File: config.mk
export PLATFORM = sky130hd
export DESIGN_NAME = wdt_core
export DESIGN_NICKNAME = d
export VERILOG_FILES = /design/src/rtl/wdt_pkg.sv /design/src/rtl/wdt_regs.sv /design/src/rtl/wdt_prescale.sv /design/src/rtl/wdt_fsm.sv /design/src/rtl/wdt_core.sv
export SDC_FILE = /design/constraint.sdc
export NUM_CORES = 1
export LEC_CHECK = 0
export CORE_ASPECT_RATIO = 0.9
export CORE_MARGIN = 2
export CORE_UTILIZATION = 43
export DETAILED_ROUTE_END_ITERATION = 8
export DONT_BUFFER_PORTS = 1
export HOLD_SLACK_MARGIN = 0.1
export PLACE_DENSITY = 0.57
export SLEW_MARGIN = 20
export SYNTH_ARGS = -nofsm -noshare
export SYNTH_HDL_FRONTEND = slang
export SYNTH_SLANG_ARGS = --single-unit
File: constraint.sdc
create_clock -name clk -period 2.6 [get_ports clk]
set_clock_uncertainty 0.05 [all_clocks]
set_input_delay 0.52 -clock clk [delete_from_list [all_inputs] [get_ports clk]]
set_output_delay 0.52 -clock clk [all_outputs]
set_load 0.1 [all_outputs]
File: src/rtl/wdt_pkg.sv
package wdt_pkg;
    // Control word layout; software depends on these positions.
    localparam int DIV_W       = 18;
    localparam int BIT_RUN     = 18;
    localparam int BIT_RSTGEN  = 21;
    localparam int BIT_CLKEN   = 24;
    localparam int BIT_DIVEN   = 25;

    localparam logic [31:0] CTRL_MASK =
        (32'd1 << BIT_DIVEN) | (32'd1 << BIT_CLKEN) |
        (32'd1 << BIT_RSTGEN) | (32'd1 << BIT_RUN) |
        ((32'd1 << DIV_W) - 32'd1);

    // Word indices taken from byte address bits [3:2].
    localparam logic [1:0] W_CTRL  = 2'd0;
    localparam logic [1:0] W_LIMIT = 2'd2;
    localparam logic [1:0] W_KICK  = 2'd3;

    typedef enum logic [1:0] {
        ST_STOPPED  = 2'd0,
        ST_COUNTING = 2'd1,
        ST_EXPIRED  = 2'd2
    } wdt_state_e;
endpackage

File: src/rtl/wdt_regs.sv
module wdt_regs
    import wdt_pkg::*;
#(
    parameter int DATA_W = 32,
    parameter int CNT_W  = 16,
    parameter int ADDR_W = 4
) (
    input  logic              clk,
    input  logic              rst_n,
    input  logic              wr_en,
    input  logic [ADDR_W-1:0] addr,
    input  logic [DATA_W-1:0] wdata,
    input  logic [CNT_W-1:0]  elapsed,
    output logic [DATA_W-1:0] ctrl_q,
    output logic [CNT_W-1:0]  limit_q,
    output logic              kick,
    output logic [DATA_W-1:0] rdata
);
    localparam logic [DATA_W-1:0] MASK_W = DATA_W'(CTRL_MASK);

    logic [1:0] word;
    assign word = addr[3:2];
    assign kick = wr_en && (word == W_KICK);

    always_ff @(posedge clk or negedge rst_n) begin
        if (!rst_n) begin
            ctrl_q  <= '0;
            limit_q <= '0;
        end else if (wr_en) begin
            if (word == W_CTRL)  ctrl_q  <= wdata & MASK_W;
            if (word == W_LIMIT) limit_q <= wdata[CNT_W-1:0];
        end
    end

    always_comb begin
        rdata = '0;
        if (word == W_CTRL)       rdata = ctrl_q;
        else if (word == W_LIMIT) rdata[2*CNT_W-1:0] = {elapsed, limit_q};
    end
endmodule

File: src/rtl/wdt_prescale.sv
module wdt_prescale
    import wdt_pkg::*;
(
    input  logic             clk,
    input  logic             rst_n,
    input  logic             run,
    input  logic [DIV_W-1:0] div,
    output logic             tick
);
    logic [DIV_W-1:0] pcnt_q;

    assign tick = run && (pcnt_q >= div);

    always_ff @(posedge clk or negedge rst_n) begin
        if (!rst_n)            pcnt_q <= '0;
        else if (!run || tick) pcnt_q <= '0;
        else                   pcnt_q <= pcnt_q + 1'b1;
    end
endmodule

File: src/rtl/wdt_fsm.sv
module wdt_fsm
    import wdt_pkg::*;
#(
    parameter int CNT_W = 16
) (
    input  logic             clk,
    input  logic             rst_n,
    input  logic             enable,
    input  logic             kick,
    input  logic             tick,
    input  logic             rst_gen,
    input  logic [CNT_W-1:0] limit,
    output logic [CNT_W-1:0] elapsed,
    output logic             expired,
    output logic             rst_req
);
    wdt_state_e state_q, state_d;
    logic       advance;

    always_comb begin
        state_d = state_q;
        unique case (state_q)
            ST_STOPPED:  if (enable) state_d = ST_COUNTING;
            ST_COUNTING: begin
                if (!enable)                state_d = ST_STOPPED;
                else if (kick)              state_d = ST_COUNTING;
                else if (elapsed >= limit)  state_d = ST_EXPIRED;
            end
            ST_EXPIRED: begin
                if (!enable)    state_d = ST_STOPPED;
                else if (kick)  state_d = ST_COUNTING;
            end
            default: state_d = ST_STOPPED;
        endcase
    end

    always_ff @(posedge clk or negedge rst_n) begin
        if (!rst_n) state_q <= ST_STOPPED;
        else        state_q <= state_d;
    end

    assign advance = enable && tick && (state_q != ST_EXPIRED) && (elapsed < limit);

    always_ff @(posedge clk or negedge rst_n) begin
        if (!rst_n)       elapsed <= '0;
        else if (kick)    elapsed <= '0;
        else if (advance) elapsed <= elapsed + 1'b1;
    end

    always_comb begin
        expired = (state_q == ST_EXPIRED);
        rst_req = expired && rst_gen;
    end
endmodule

File: src/rtl/wdt_core.sv
module wdt_core
    import wdt_pkg::*;
#(
    parameter int DATA_W = 32,
    parameter int CNT_W  = 16,
    parameter int ADDR_W = 4
) (
    input  logic              clk,
    input  logic              rst_n,
    input  logic              bus_wr,
    input  logic [ADDR_W-1:0] bus_addr,
    input  logic [DATA_W-1:0] bus_wdata,
    output logic [DATA_W-1:0] bus_rdata,
    output logic              rst_req
);
    logic [DATA_W-1:0] ctrl_q;
    logic [CNT_W-1:0]  limit_q;
    logic [CNT_W-1:0]  elapsed_q;
    logic              kick;
    logic              tick;
    logic              expired;

    wdt_regs #(.DATA_W(DATA_W), .CNT_W(CNT_W), .ADDR_W(ADDR_W)) u_regs (
        .clk     (clk),
        .rst_n   (rst_n),
        .wr_en   (bus_wr),
        .addr    (bus_addr),
        .wdata   (bus_wdata),
        .elapsed (elapsed_q),
        .ctrl_q  (ctrl_q),
        .limit_q (limit_q),
        .kick    (kick),
        .rdata   (bus_rdata)
    );

    wdt_prescale u_pre (
        .clk   (clk),
        .rst_n (rst_n),
        .run   (ctrl_q[BIT_CLKEN] & ctrl_q[BIT_DIVEN]),
        .div   (ctrl_q[DIV_W-1:0]),
        .tick  (tick)
    );

    wdt_fsm #(.CNT_W(CNT_W)) u_fsm (
        .clk     (clk),
        .rst_n   (rst_n),
        .enable  (ctrl_q[BIT_RUN]),
        .kick    (kick),
        .tick    (tick),
        .rst_gen (ctrl_q[BIT_RSTGEN]),
        .limit   (limit_q),
        .elapsed (elapsed_q),
        .expired (expired),
        .rst_req (rst_req)
    );
endmodule

==> results of run 1 <==
==> per-layer routing <==
layer,global-route usage (%),share of wire (%),vias up
met3,5.652,4.6,11
met4,6.078,1.6,0
met1,25.25,46,1625
met5,0,0,-
li1,-,-,1699
met2,32.22,48,38
==> sequential cells by signal, indices dropped and copies added, names as in the netlist <==
register and count:
u_fsm.elapsed 16, u_fsm.state_q 2, u_pre.pcnt_q 18, u_regs.ctrl_q 22, u_regs.limit_q 16
==> power by group through the flow <==
| stage | Combinational (mW) | Sequential [mW] | Clock (mW) |
|---|---|---|---|
| final | 0.802 | 1.36 | 1.20 |
| after global placement | 0.753 | 1.37 | 0 |
| after floorplan | 0.689 | 1.35 | 0 |
| after CTS | 0.803 | 1.36 | 1.22 |
| after global routing | 0.874 | 1.37 | 1.27 |
| after detailed placement | 0.770 | 1.38 | 0 |
==> cell type report <==
type / count / area (um2) / area share (%)
flip-flops and latches: 74 / 1853 / 35.12
clock buffers: 11 / 252.7 / 4.790
inverters: 42 / 157.7 / 2.988
repair buffers: 31 / 267.8 / 5.075
multi-input cells: 340 / 2546 / 48.26
well taps: 129 / 161.4 / 3.059
clock inverters: 5 / 37.54 / 0.7114
==> cells by family after synthesis <==
group / synth area share [%]
adders and majority gates: 10.13
xor gates and xnor gates: 2.954
and+or+nand+nor: 17.83
buffers and inverters: 5.682
DFF: 41.63
muxes: 10.01
AOI/OAI and AO/OA: 11.76
==> repair_timing <==
action / 4_1_cts / 5_1_grt
resized for setup: 0 / 8
hold endpoints to repair: 74 / 0
setup endpoints to repair: 0 / 5
setup buffers: 0 / 2
hold buffers: 2 / 0
==> metrics by stage <==
step	TNS [ns]	instance area, um2
after CTS	0	5220
after floorplan	0	4603
after detailed placement	0	4892
after global routing	-0.003770	5276
after global placement	0	4892
final	0	5276
==> cells in the final DEF, fill, tap and decap left out, types with 5 or more instances in the layout <==
cell type and instances:
dfrtp_1 73, inv_1 41, nand2_1 41, ha_1 35, nor2_1 28, buf_4 28, o21ai_0 25, a21oi_1 24
mux2i_1 22, nor2_4 20, mux2_2 20, nand3_1 17, nand4_1 11, and2_1 11, or3_1 10, xor2_1 9
clkbuf_16 9, or4_1 7, xnor2_1 6, o21ai_1 6, o31ai_1 6, a21o_1 5
==> worst paths after layout <==
| path | startpoint | endpoint | slack (ns) | depth (start not counted) |
|---|---|---|---|---|
| max in group asynchronous | rst_n | u_pre.pcnt_q[7]$_DFF_PN0_ | 1.48 | 2 |
| hold / removal | bus_wdata[11] | u_regs.ctrl_q[11]$_DFFE_PN0P_ | 0.25 | 2 |
| setup reg to reg | u_pre.pcnt_q[8]$_DFF_PN0_ | u_fsm.elapsed[9]$_DFFE_PN0P_ | 0.11 | 8 |
| hold reg to reg | u_fsm.state_q[0]$_DFFE_PN0P_ | u_fsm.state_q[0]$_DFFE_PN0P_ | 0.46 | 1 |
| min in group asynchronous | rst_n | u_fsm.elapsed[5]$_DFFE_PN0P_ | 0.68 | 2 |
| setup / recovery | u_pre.pcnt_q[8]$_DFF_PN0_ | u_fsm.elapsed[9]$_DFFE_PN0P_ | 0.11 | 8 |
==> results.ini, run 1 <==
[floorplanning]
die_h_um = 100.5
start_util_pct = 43.78
core_um2 = 10160
die_area_um2 = 11170
core.rowCount = 35
ios = 72
die_x_um = 111.2

[power]
power_frac_seq_pct = 40.5
combPwrFrac_pct = 23.9
power.share.clock_pct = 35.7
p_sw_share_pct = 34.50
p_sw_mw = 1.158
leakagePower_nw = 2.383
peakVddDrop_uv = 372.6
power_density_nw_per_um2 = 636.2
intPower_mw = 2.199
total_power_mw = 3.357

[drt]
drc_errors = 0
vias = 3373
wl_per_cell_um = 16.52
final_antenna_net_count = 0
drt-initial-drc-count = 149
dr.pass1.iters = 4
vias_per_cell = 5.337
drt-total-wl_um = 10440

[cts]
clk_latency_ns = 0.34
h-tree-depth = 3
clkSinkCount = 74
clockBufferDepth = 2
tritoncts = yes
clk_pin_slew_ns = 0.06
clockRootBuffer = clkbuf_16
cts_buffers = 9

[synthesis]
synth_top_flop_cell = dfrtp_1
async_flop_share_pct = 100.0
yosys_register_bits = 74
synth_top_area_cell = dfrtp_1
synth-edff-count = 0
seq_area_frac_synth_pct = 41.63
syn-cell-area_um2 = 4448
synth.top_cell.area_share_pct = 41.63
synth_fp_nets = 550
yosysMostFrequentCell = dfrtp_1
synth_cell_types = 47
yosys_warnings = 0
synth.area.top_cells = dfrtp_1, ha_1, mux2_2, mux2i_1, nor2_1
avgSynthCellArea_um2 = 9.364
synth_cells = 475
netlist_top_cells_count = dfrtp_1, nor2_1, inv_1, nand2_1, ha_1

[global_route]
grt_max_degree = 75
track_usage_pct = 19.57
first_global_vias = 3273
grt_antenna_before_repair = 0
grt_pass1_wl_um = 17020
globalRouteOverflowTotal = 0

[critical_path]
path_max_fanout = 26
crit_chain = ha_1 -> nand4_1 -> nor3b_2 -> o31a_1 -> o211ai_4 -> buf_12 -> or4_1 -> a21oi_2
critical_path_arrival_ns = 2.70
crit_slowest_cell = or4_1
crit_family = simple AND/OR/NAND/NOR gates
crit_path_max_incr_delay_ns = 0.50
cp-start-kind = flop
required_ns = 2.81
endpoint_kind = flop
path_class = flop to flop
critPathBufInv = 1

[placed_design]
place_inst = 612
place_congestion = 0.7882
numPortBuffers = 0
dp_slack_ns = 0.1084
dp_hpwl_um = 7697

[finish]
num_antenna_cells = 0
area_growth_pct = 18.62
fillers = 933
fin_util_pct = 51.93
layout.cells.non_filler = 632
post_route_cells_drive_above_1_share_pct = 21.47
fin_nets = 573

[timing]
fmax_mhz = 400.9
slew-limit-headroom_pct = 50.04
period_needed_ns = 2.494
period_share_pct = 95.93
setup_violations = 0
setup_ws_ns = 0.1058
hold_ws_ns = 0.2518
slew_viol_final = 0
tightest_slew_ns = 0.7479
hold_viol_final = 0

[hold_path]
hp-class = primary input to flop

[outcome]
status = completed

[flow_run]
cap_violations = 0

Power figures use the tool's default switching activity.
==> run 2: changes to the inputs <==
Settings changed: CORE_MARGIN 2 to 5, PLACE_DENSITY 0.57 to 0.68, SYNTH_HIERARCHICAL set to 1.
==> run 2 against run 1 <==
  * Via count increased by 12%
  * Wire length rose by 19%
  * Count of clock-buffer cells in the layout decreased by 1
  * The flow now finishes with violations (negative setup slack)
  * Die area up 20%
  * First-iteration DRC count is 34% higher
  * Fmax down 23%
  * Synthesized area grew 8.1%
  * Register-to-register slack worse by 0.75 ns
  * Sequential power about the same
==> results.ini, run 2 <==
[outcome]
status = complete, but fails checks
violations = negative setup slack

[floorplanning]
core.rowCount = 36
die_h_um = 110.3
core_um2 = 10900
ios = 72
start_util_pct = 44.12
die_x_um = 121.5
die_area_um2 = 13400

[timing]
period_share_pct = 124.6
slew_viol_final = 0
fmax_mhz = 308.7
slew-limit-headroom_pct = 50.63
tightest_slew_ns = 0.7406
setup_violations = 16
hold_viol_final = 0
period_needed_ns = 3.239
setup_ws_ns = -0.6394
rsz0062_at_grt = yes
hold_ws_ns = 0.2681

[cts]
cts_buffers = 9
clockBufferDepth = 2
tritoncts = yes
clockRootBuffer = clkbuf_16
clk_pin_slew_ns = 0.06
clk_latency_ns = 0.34
h-tree-depth = 3
clkSinkCount = 74

[global_route]
globalRouteOverflowTotal = 0
grt_pass1_wl_um = 20230
track_usage_pct = 19.53
grt_max_degree = 75
grt_antenna_before_repair = 0
first_global_vias = 3928

[finish]
regMostFlops = u_regs/ctrl_q
largest_reg_flops = 22
fin_area_um2 = 6327
post_route_cells_drive_above_1_share_pct = 38.03
final_common_cell = buf_4
fin_nets = 638
final_cell_mix = buf_4, dfrtp_1, nor2_1
num_antenna_cells = 0
largestRegisters = u_regs/ctrl_q x22, u_pre/pcnt_q x18
area_growth_pct = 31.56

[power]
power_density_nw_per_um2 = 613.1
leakagePower_nw = 2.999
peakVddDrop_uv = 322.5

[flow_run]
cap_violations = 0

[drt]
dr.pass1.iters = 5
vias_per_cell = 5.242
vias = 3774
final_antenna_net_count = 0
drt-initial-drc-count = 199
drt-total-wl_um = 12460
wl_per_cell_um = 17.31
drc_errors = 0

[placed_design]
place_area_um2 = 5598
dp_hpwl_um = 8602
place_congestion = 0.8291
dp_slack_ns = -0.7899
numPortBuffers = 0

[synthesis]
syn-cell-area_um2 = 4810
synth_fp_nets = 544
synth_cells = 469
yosys_warnings = 6
avgSynthCellArea_um2 = 10.26

[critical_path]
endpoint_kind = flop
required_ns = 2.81
crit_path_max_incr_delay_ns = 0.51
path_class = flop to flop
crit_family = simple AND/OR/NAND/NOR gates
crit_slowest_cell = or4_4
crit_chain = ha_4 -> nand4_1 -> or4_4 -> o211ai_1 -> and2_1 -> nand2_2 -> or3_4 -> a211o_4 -> buf_4 -> or4_1 -> a21oi_1
cp-start-kind = flop
path_max_fanout = 7
critPathBufInv = 1
critical_path_arrival_ns = 3.45

[hold_path]
hp-class = primary input to flop

==> run 2: changes by cell type in the layout (fill, tap and decap cells not counted), moves of 16 or more <==
cell,change
mux2_4,+34
nor2_2,+20
o21ai_0,-19
buf_4,+67
nand2_1,-20
nor2b_1,+16
nor2_4,-19
==> run 2: worst reg2reg max path, cell delays in order, from the launching register on <==
cell      delay [ns]
dfrtp_1         0.42
ha_4            0.29
nand4_1         0.13
or4_4           0.51
o211ai_1        0.15
and2_1          0.17
nand2_2         0.08
or3_4           0.35
a211o_4         0.33
buf_4           0.15
or4_1           0.39
a21oi_1         0.13
==> run 2: final cells by class <==
cell class              count  area [um2]
inverters                  37       138.9
multi-input cells         341        3025
flip-flops and latches     74        1852
fillers                   925        4573
well taps                 152       190.2
clock inverters             6       88.84
clock buffers              10       239.0
repair buffers            100       793.3
==> run 2: timing repair <==
item                                    CTS  global route
endpoints found under the hold margin    74             0
endpoints found under the setup margin   16            16
buffers inserted                          8             3
resized for setup                        18            24
hold buffers                              2             0
pin swaps                                12             5
==> run 2: stage by stage <==
step	total power [mW]	TNS, ns	utilization [%]	instances
floorplan	2.186	-6.414	-	469
global placement	2.426	-8.663	51.35	690
detailed placement	2.463	-9.943	51.35	690
CTS	3.885	-7.678	56.41	716
global route	4.066	-9.440	58.05	720
finish	3.879	-7.957	58.05	720
==> run 2: per-layer routing <==
layer	GRT usage, %	up-vias	wire, um
li1	-	1808	-
met1	25.20	1869	5550
met2	32.27	86	6015
met3	6.071	11	768
met4	4.720	0	129
met5	0	-	0
==> run 2: path summary, 6_finish.rpt <==
kind / slack (ns) / startpoint / depth (start not counted) / endpoint
min in group asynchronous: 0.67 / rst_n / 2 / u_fsm/elapsed[7]$_DFFE_PN0P_
max reg2reg: -0.64 / u_pre/pcnt_q[13]$_DFF_PN0_ / 11 / u_fsm/elapsed[3]$_DFFE_PN0P_
min: 0.27 / bus_wdata[0] / 1 / u_regs/limit_q[0]$_DFFE_PN0P_
max in group asynchronous: 1.50 / rst_n / 2 / u_regs/ctrl_q[21]$_DFFE_PN0P_
max: -0.64 / u_pre/pcnt_q[13]$_DFF_PN0_ / 11 / u_fsm/elapsed[3]$_DFFE_PN0P_
min reg2reg: 0.49 / u_regs/limit_q[6]$_DFFE_PN0P_ / 1 / u_regs/limit_q[6]$_DFFE_PN0P_
==> run 2: where the power goes <==
group          leakage [nW]  switching [mW]  internal (mW)  total (mW)
clock                 0.155           0.505          0.868        1.37
sequential            0.950           0.107           1.28        1.39
combinational          1.89           0.669          0.448        1.12
